===== src/rtl/lsc_pkg.sv =====
package lsc_pkg;

   localparam int ST_W    = 3;
   localparam int NUM_ST  = 1 << ST_W;
   localparam int NUM_SRC = 2;
   localparam int SRC_PWR = 0;
   localparam int SRC_THM = 1;

   typedef enum logic [ST_W-1:0] {
      LS_OPEN     = 3'd0,
      LS_FWD_ACT  = 3'd1,
      LS_REV_ACT  = 3'd2,
      LS_FWD_OHT  = 3'd3,
      LS_REV_OHT  = 3'd4,
      LS_TIP_HIZ  = 3'd5,
      LS_RING_HIZ = 3'd6,
      LS_RINGING  = 3'd7
   } line_state_e;

   typedef struct packed {
      logic pol_rev;
      logic hiz_tip;
      logic hiz_ring;
      logic audio_en;
      logic ring_en;
      logic sup_en;
   } lead_ctl_t;

endpackage


===== src/rtl/lsc_fault_detect.sv =====
module lsc_fault_detect
   import lsc_pkg::*;
#(
   parameter int TEMP_W   = 8,
   parameter int THR_NORM = 145,
   parameter int THR_RING = 200
) (
   input  line_state_e          state,
   input  logic [TEMP_W-1:0]    temp_code,
   input  logic                 alarm_power,
   output logic [NUM_SRC-1:0]   fault_vec
);
   localparam logic [TEMP_W-1:0] LIM_NORM = TEMP_W'(THR_NORM);
   localparam logic [TEMP_W-1:0] LIM_RING = TEMP_W'(THR_RING);

   logic [TEMP_W-1:0] limit;

   // the limit follows the registered state: raised only while ringing
   assign limit = (state == LS_RINGING) ? LIM_RING : LIM_NORM;

   always_comb begin
      fault_vec          = '0;
      fault_vec[SRC_PWR] = alarm_power;
      fault_vec[SRC_THM] = (temp_code > limit);
   end
endmodule


===== src/rtl/lsc_state_reg.sv =====
module lsc_state_reg
   import lsc_pkg::*;
(
   input  logic             clk,
   input  logic             rst_n,
   input  logic             wr_en,
   input  logic [ST_W-1:0]  wr_state,
   input  logic             fault_any,
   output line_state_e      state
);
   always_ff @(posedge clk or negedge rst_n) begin
      if (!rst_n)
         state <= LS_OPEN;
      else if (fault_any)
         state <= LS_OPEN;           // fault wins over a host write
      else if (wr_en)
         state <= line_state_e'(wr_state);
   end
endmodule


===== src/rtl/lsc_irq.sv =====
module lsc_irq
   import lsc_pkg::*;
(
   input  logic                clk,
   input  logic                rst_n,
   input  logic [NUM_SRC-1:0]  set_vec,
   input  logic [NUM_SRC-1:0]  clr_vec,
   input  logic [NUM_SRC-1:0]  mask_vec,
   output logic [NUM_SRC-1:0]  flags,
   output logic                irq
);
   for (genvar i = 0; i < NUM_SRC; i++) begin : g_flag
      always_ff @(posedge clk or negedge rst_n) begin
         if (!rst_n)
            flags[i] <= 1'b0;
         else if (set_vec[i])
            flags[i] <= 1'b1;        // set has priority over clear
         else if (clr_vec[i])
            flags[i] <= 1'b0;
      end
   end

   assign irq = |(flags & ~mask_vec);
endmodule


===== src/rtl/lsc_decode.sv =====
module lsc_decode
   import lsc_pkg::*;
(
   input  line_state_e        state,
   output logic [NUM_ST-1:0]  onehot,
   output lead_ctl_t          ctl
);
   for (genvar i = 0; i < NUM_ST; i++) begin : g_oh
      assign onehot[i] = (state == line_state_e'(ST_W'(i)));
   end

   always_comb begin
      ctl          = '0;
      ctl.sup_en   = 1'b1;
      case (state)
         LS_OPEN: begin
            ctl.hiz_tip  = 1'b1;
            ctl.hiz_ring = 1'b1;
            ctl.sup_en   = 1'b0;
         end
         LS_FWD_ACT, LS_FWD_OHT: ctl.audio_en = 1'b1;
         LS_REV_ACT, LS_REV_OHT: begin
            ctl.audio_en = 1'b1;
            ctl.pol_rev  = 1'b1;
         end
         LS_TIP_HIZ:  ctl.hiz_tip = 1'b1;
         LS_RING_HIZ: begin
            ctl.hiz_ring = 1'b1;
            ctl.pol_rev  = 1'b1;
         end
         LS_RINGING:  ctl.ring_en = 1'b1;
         default: ctl = '0;
      endcase
   end
endmodule


===== src/rtl/line_state_ctrl.sv =====
module line_state_ctrl
   import lsc_pkg::*;
#(
   parameter int TEMP_W   = 8,
   parameter int THR_NORM = 145,
   parameter int THR_RING = 200
) (
   input  logic               clk,
   input  logic               rst_n,
   input  logic               st_wr,
   input  logic [2:0]         st_wdata,
   input  logic               alarm_power,
   input  logic [TEMP_W-1:0]  temp_code,
   input  logic [1:0]         irq_mask,
   input  logic [1:0]         irq_clr,
   output logic [2:0]         state_q,
   output logic [7:0]         state_onehot,
   output logic               pol_rev,
   output logic               hiz_tip,
   output logic               hiz_ring,
   output logic               audio_en,
   output logic               ring_en,
   output logic               sup_en,
   output logic [1:0]         irq_flags,
   output logic               irq
);
   initial begin : p_cfg
      AST_CFG_ORDER: assert (THR_NORM < THR_RING)
         else $fatal(1, "THR_RING must exceed THR_NORM");
      AST_CFG_RANGE: assert (THR_RING < (1 << TEMP_W))
         else $fatal(1, "THR_RING does not fit TEMP_W");
   end

   line_state_e          state;
   logic [NUM_SRC-1:0]   fault_vec;
   lead_ctl_t            ctl;

   lsc_fault_detect #(.TEMP_W(TEMP_W), .THR_NORM(THR_NORM), .THR_RING(THR_RING)) u_fault (
      .state       (state),
      .temp_code   (temp_code),
      .alarm_power (alarm_power),
      .fault_vec   (fault_vec)
   );

   lsc_state_reg u_state (
      .clk       (clk),
      .rst_n     (rst_n),
      .wr_en     (st_wr),
      .wr_state  (st_wdata),
      .fault_any (|fault_vec),
      .state     (state)
   );

   lsc_irq u_irq (
      .clk      (clk),
      .rst_n    (rst_n),
      .set_vec  (fault_vec),
      .clr_vec  (irq_clr),
      .mask_vec (irq_mask),
      .flags    (irq_flags),
      .irq      (irq)
   );

   lsc_decode u_dec (
      .state  (state),
      .onehot (state_onehot),
      .ctl    (ctl)
   );

   assign state_q  = state;
   assign pol_rev  = ctl.pol_rev;
   assign hiz_tip  = ctl.hiz_tip;
   assign hiz_ring = ctl.hiz_ring;
   assign audio_en = ctl.audio_en;
   assign ring_en  = ctl.ring_en;
   assign sup_en   = ctl.sup_en;
endmodule


===== config.mk =====
export PLATFORM = sky130hd
export DESIGN_NAME = line_state_ctrl
export DESIGN_NICKNAME = d
export VERILOG_FILES = /design/src/rtl/lsc_pkg.sv /design/src/rtl/lsc_fault_detect.sv /design/src/rtl/lsc_state_reg.sv /design/src/rtl/lsc_irq.sv /design/src/rtl/lsc_decode.sv /design/src/rtl/line_state_ctrl.sv
export SDC_FILE = /design/constraint.sdc
export NUM_CORES = 1
export LEC_CHECK = 0
export BUFFER_PORTS_ARGS = -buffer_cell sky130_fd_sc_hd__buf_2
export CORE_MARGIN = 1
export CORE_UTILIZATION = 27
export DETAILED_ROUTE_END_ITERATION = 10
export GPL_ROUTABILITY_DRIVEN = 1
export PLACE_DENSITY = 0.69
export SKIP_LAST_GASP = 1
export SYNTH_ARGS = -nofsm -noshare
export SYNTH_HDL_FRONTEND = slang
export SYNTH_SLANG_ARGS = --single-unit

===== constraint.sdc =====
create_clock -name clk -period 3.4 [get_ports clk]
set_input_delay 0.51 -clock clk [delete_from_list [all_inputs] [get_ports clk]]
set_output_delay 0.51 -clock clk [all_outputs]
set_load 0.1 [all_outputs]

==> flow_summary.yaml, run 1 <==
sta:
  finClkSkew_ps: 2.445
  fin_crit_sh_pct: 70.15
  finalWorstSetupSlack_ps: 1015
  relSlewSlack_pct: 67.77
  tns_ps: 0
  rsz0062_at_grt: "no"
  fmaxAchievable_mhz: 419.3
  hold_violations: 0
  max_slew.worst_pin.slew_ps: 486.8
  period_needed_ps: 2385
  maxSlewViolCount: 0
  finalSetupViolCount: 0
synthesis:
  ys_seq_elements: 5
  yosysUniqueCellTypes: 25
  seq_area_frac_synth_pct: 26.04
  synth_top_family_by_area: "simple AND/OR/NAND/NOR gates"
  avgSynthCellArea_um2: 8.429
  yosys_warnings: 0
  yosys.area_share.simple_pct: 34.90
  synth_fa_ha_area_share_pct: 0
  synthMuxAreaShare_pct: 7.031
  syn_area_um2: 480.5
  synthCells: 57
  synthXorXnorAreaFrac_pct: 0
  synth_compound_area_share_pct: 22.14
  synth_nets: 76
clock_network:
  htree_num_levels: 1
  postCtsSetupRepairBufs: 0
  cts_buffer_depth: 2
  clkTransAtPathRegs_ps: 40
  postCtsHoldBufs: 0
  cts_resized: 0
  clock_latency_ps: 230
  cts_sinks: 5
  cts_buffers: 3
  tritoncts: "done"
  root_buffer: "clkbuf_4"
drt:
  dr.pass1.iters: 7
  wire_per_inst_um: 10.83
  vias: 557
  routed_wl_mm: 1.202
  dr.first_iter.drc_count: 6
  drt.antenna.violating_nets: 0
  viasPerCell: 5.018
  drcViolationCount: 3
floorplanning:
  die-width_um: 44.19
  die_h_um: 44.19
  core_mm2: 0.001577
  ios: 39
  rows: 14
  die_area_mm2: 0.001952
  initial_core_util_pct: 30.48
power:
  powerDensity_mw_per_mm2: 428.5
  peakVddDrop_mv: 0.1413
  p_leak_nw: 0.3956
  p_total_uw: 302.4
finish:
  fillerInstances: 164
  syn_to_final_growth_pct: 46.87
  layout-drive-gt1-share_pct: 55.79
  antenna_cells: 0
  fin_nets: 115
setup_path:
  cp_data_required_time_ps: 2890
  start_kind: "flip-flop"
  cp_max_fo: 14
  endpoint_kind: "primary output"
  arrival_ps: 1880
  path_class: "flip-flop to primary output"
  regToRegSetupSlack_ps: 1980
worst_hold_path:
  worst_hold_path_type: "input pin to asynchronous set/reset pin"
run_status:
  status: "finished with violations"
  violations: "design-rule violations"
place:
  portBuffers: 38
  dpl.hpwl_mm: 1.023
  dp_slack_ps: 1257
  routabilityCongestion: 0.7764
global_route:
  grt_max_degree: 15
  grt_overflow: 0
  grt_first_pass_wirelength_mm: 1.959
  grt_usage_pct: 13.00
  antenna_found_initial: 0
  grt_pass1_vias: 459
job:
  maxCapViolations: 0
## cells in the final DEF (no fill, tap or decap)
cell      count
a211oi_1      1
a221o_1       1
and2_1        1
and3_1        1
and3b_1       2
and4b_1       1
and4b_4       1
buf_2        38
clkbuf_1      1
clkbuf_4      3
dfrtp_1       5
inv_1         5
inv_2         1
mux2_2        3
nand2_1       2
nand3_1       3
nand4_1       6
nor2_1        6
nor2_2        1
nor3b_2       2
o211ai_1      3
o21a_1        1
o21ai_0       1
o21ai_1       1
o22ai_1       1
o31ai_4       2
or2_2         1
or3_2         1
## metrics by stage
stage	instances	hold WS [ps]	instance area [µm²]	utilization [%]
after floorplan	57	214.4	494.2	-
after global placement	107	326.6	679.4	43.10
after detailed placement	107	330.2	679.4	43.10
after CTS	111	79.30	705.7	44.76
after global routing	111	76.04	705.7	44.76
final	111	78.38	705.7	44.76
## cell families (layout without fill, tap and decap cells)
family / after synthesis / count (layout)
compound gates: 11 / 11
buf+inv: 10 / 48
flops: 5 / 5
mux: 3 / 3
simple gates: 28 / 28
## layout make-up
class / instances / area [µm²] / share of cell area (%)
clock buffer: 4 / 26.28 / 3.723
inverter: 6 / 22.52 / 3.191
multi-input combinational: 42 / 321.6 / 45.57
sequential: 5 / 125.1 / 17.73
tap: 16 / 20.02 / 2.837
timing repair buffer: 38 / 190.2 / 26.95
## sequential cells by signal (all words and copies together), names as in the netlist
register / count
u_irq.flags: 2
u_state.state: 3
## report_power, final
part           internal (mW)  total (mW)  switching (mW)
Clock                 0.0443      0.0671          0.0228
Combinational         0.0307       0.166           0.135
Sequential            0.0632      0.0691         0.00590
## routing by layer
layer	GRT usage, %	share of wire, %	up-vias
met5	0	0	-
met4	1.818	0	0
met3	1.224	5.4	0
met2	24.12	55	22
met1	16.50	40	247
li1	-	-	288
## worst max-delay path: stages, from the launching register on
cell	delay (ps)
dfrtp_1	500
or3_2	540
inv_2	90
or2_2	100
buf_2	410
## cells in the mapped netlist
cell type  number  area share [%]
a211oi_1        1             1.6
o22ai_1         1             1.3
nand2_1         2             1.6
buf_2           2             2.1
o211ai_1        3             4.7
nand3_1         3             3.1
mux2_2          3             7.0
inv_1           5             3.9
or2_1           1             1.3
dfrtp_1         5              26
buf_4           2             3.1
and4b_4         1             2.9
o21ai_0         2             2.1
and4b_1         1             2.1
nor3b_1         2             3.1
and2_1          1             1.3
nand4_1         6             7.8
a221o_1         1             2.1
and3_1          1             1.3
and3b_1         2             3.6
o31ai_4         2             8.9
o21a_1          1             1.6
nor2_1          7             5.5
or3_1           1             1.3
inv_2           1            0.78
## final timing paths
check	startpoint	endpoint	cells after the start
setup / recovery	u_state.state[0]$_DFFE_PN0P_	hiz_ring	4
hold / removal	rst_n	u_irq.flags[0]$_DFFE_PN0P_	1
setup reg to reg	u_state.state[0]$_DFFE_PN0P_	u_irq.flags[1]$_DFFE_PN0P_	3
hold reg to reg	u_irq.flags[0]$_DFFE_PN0P_	u_irq.flags[0]$_DFFE_PN0P_	2
max in group asynchronous	rst_n	u_state.state[0]$_DFFE_PN0P_	1
min in group clk	irq_clr[0]	u_irq.flags[0]$_DFFE_PN0P_	2
Note: power is estimated with default switching activity, not from simulation.
==> run 2, diff against run 1 <==
ABC_AREA = 1   (was not set)
PLACE_DENSITY = 0.75   (was 0.69)
clock period = 2.3 ns   (was 3.4 ns; I/O delays follow)
==> run 2 against run 1 <==
The run now ends clean. Design area shrank 3.0%. Global-route usage grew 0.45 points. Via count shrank 13%. Routed wire length shrank 25%. Final cell count grew 5.4%. Largest power group unchanged.
==> flow_summary.yaml, run 2 <==
run_status:
  status: "complete, no violations"
clock_network:
  postCtsSetupRepairBufs: 0
  clock_latency_ps: 240
  postCtsHoldBufs: 1
  tritoncts: "done"
  cts_buffers: 3
  htree_num_levels: 1
  cts_sinks: 5
  root_buffer: "clkbuf_4"
  clkTransAtPathRegs_ps: 40
  cts_resized: 0
  cts_buffer_depth: 2
sta:
  fin_crit_sh_pct: 91.80
  rsz0062_at_grt: "no"
  period_needed_ps: 2111
  fmaxAchievable_mhz: 473.6
  finalSetupViolCount: 0
  max_slew.worst_pin.slew_ps: 487.9
  relSlewSlack_pct: 67.69
  maxSlewViolCount: 0
  finClkSkew_ps: 0.2701
  hold_violations: 0
setup_path:
  path_buf_inv: 3
  worstReg2RegEnd: "u_state.state[2]$_DFFE_PN0P_"
  regToRegSetupSlack_ps: 1150
  start_kind: "flip-flop"
  path_cells: "nor2_4 -> inv_2 -> nor2_4 -> clkinvlp_4 -> o21ai_4 -> buf_2"
  crit_path_frequent_cell: "nor2_4"
  endpoint_kind: "primary output"
  rr_startpoint: "u_state.state[2]$_DFFE_PN0P_"
  worstRegToRegCells: 4
  cp_data_required_time_ps: 1960
  max_stage_delay_ps: 530
  cp_top_family: "buffers and inverters"
  cp_max_fo: 8
  arrival_ps: 1770
  path_class: "flip-flop to primary output"
  crit_start: "u_state.state[1]$_DFFE_PN0P_"
  cp_slowest_cell: "dfrtp_4"
synthesis:
  ys_seq_elements: 5
  seq_area_frac_synth_pct: 33.67
  synth_nets: 79
  synth_edf_count: 0
  synth_top_area_share_pct: 33.67
  yosys.cell_count.top_type: "nor2_1"
  synthFlopType: "dfrtp_1"
  ys_async_sr_fraction_pct: 100.0
  yosys_warnings: 0
  avgSynthCellArea_um2: 6.193
  yosysUniqueCellTypes: 13
  synthCells: 60
  synth_common_cells: "nor2_1, inv_1, nand2_1"
  yosys.area.top_type: "dfrtp_1"
  syn_area_um2: 371.6
  synth_area_leaders: "dfrtp_1, nor2_1, inv_1"
place:
  routabilityCongestion: 0.5767
  dpl.hpwl_um: 784
  dp_cells: 112
  post_dp_cell_area_um2: 648.1
  portBuffers: 38
power:
  powerDensity_mw_per_mm2: 607.9
  p_leak_nw: 0.3920
  peakVddDrop_mv: 0.5041
finish:
  layout_common_cells: "buf_2, inv_1, nand2_1, nor2_1, nor2_2"
  reg_top3: "u_state.state x3, u_irq.flags x2"
  finalInstanceArea_um2: 684.4
  final_core_util_pct: 53.26
  stdcell_count: 117
  layout-drive-gt1-share_pct: 59.80
  antenna_cells: 0
  fin_nets: 122
  top_register: "u_state.state"
  largest_reg_flops: 3
  final_common_cell: "buf_2"
  syn_to_final_growth_pct: 84.18
global_route:
  grt_max_degree: 9
  grt_first_pass_wirelength_mm: 1.380
  grt_usage_pct: 13.45
  antenna_found_initial: 0
  grt_pass1_vias: 370
  grt_overflow: 0
job:
  maxCapViolations: 0
worst_hold_path:
  worst_hold_path_type: "input pin to flip-flop"
  holdPathStages: 2
  worstHoldStart: "irq_clr[1]"
  min_to: "u_irq.flags[1]$_DFFE_PN0P_"
floorplanning:
  rows: 13
  initial_core_util_pct: 28.92
  die_h_um: 39.10
  die_area_mm2: 0.001529
  core_mm2: 0.001285
  die-width_um: 39.10
  ios: 39
drt:
  drt.antenna.violating_nets: 0
  drcViolationCount: 0
  viasPerCell: 4.145
  dr.first_iter.drc_count: 3
  vias: 485
  routed_wl_um: 904
  wire_per_inst_um: 7.726
  dr.pass1.iters: 4
==> run 2: worst max-delay path by stage <==
stage	to	depth (start not counted)
detailed placement	hiz_ring	6
global route	hiz_ring	6
floorplan	hiz_ring	5
CTS	hiz_ring	6
global placement	hiz_ring	6
finish	hiz_ring	6
==> run 2: stage by stage <==
step	setup TNS [ps]	setup WS, ps	power [mW]	hold WS (ps)
after floorplan	-2524	-676.4	0.2769	49.41
after global placement	0	456.3	0.3154	162.8
after detailed placement	0	430.5	0.3166	162.1
after CTS	0	169.9	0.4219	281.5
after global routing	0	101.9	0.4356	295.4
final	0	188.5	0.4160	291.7
==> run 2: kinds of logic after synthesis <==
logic type | count (synthesis) | synth area share, %
simple gates | 30 | 34.01
buf+inv | 14 | 15.15
compound gates | 10 | 14.82
flops | 5 | 33.67
xor+xnor | 1 | 2.357
==> run 2: metal layers <==
metal / up-vias / wire, µm / share of wire, % / track usage (%)
met5: - / 0 / 0 / 0
met4: 0 / 14 / 1.5 / 10.34
met1: 203 / 373 / 41 / 17.25
met3: 2 / 61 / 6.7 / 1.734
met2: 19 / 455 / 50 / 20.00
li1: 261 / - / - / -
==> run 2: layout make-up <==
cell class	instances	area [µm²]
multi-input cells	41	252.7
fillers	142	600.6
clock buffers	4	26.28
inverters	13	52.55
repair buffers	39	200.2
flip-flops and latches	5	133.9
well taps	15	18.77
==> run 2: where the power goes <==
group | internal [mW] | switching [mW]
clock | 0.0655 | 0.0351
sequential | 0.0940 | 0.00627
combinational | 0.0412 | 0.174
total | 0.201 | 0.215
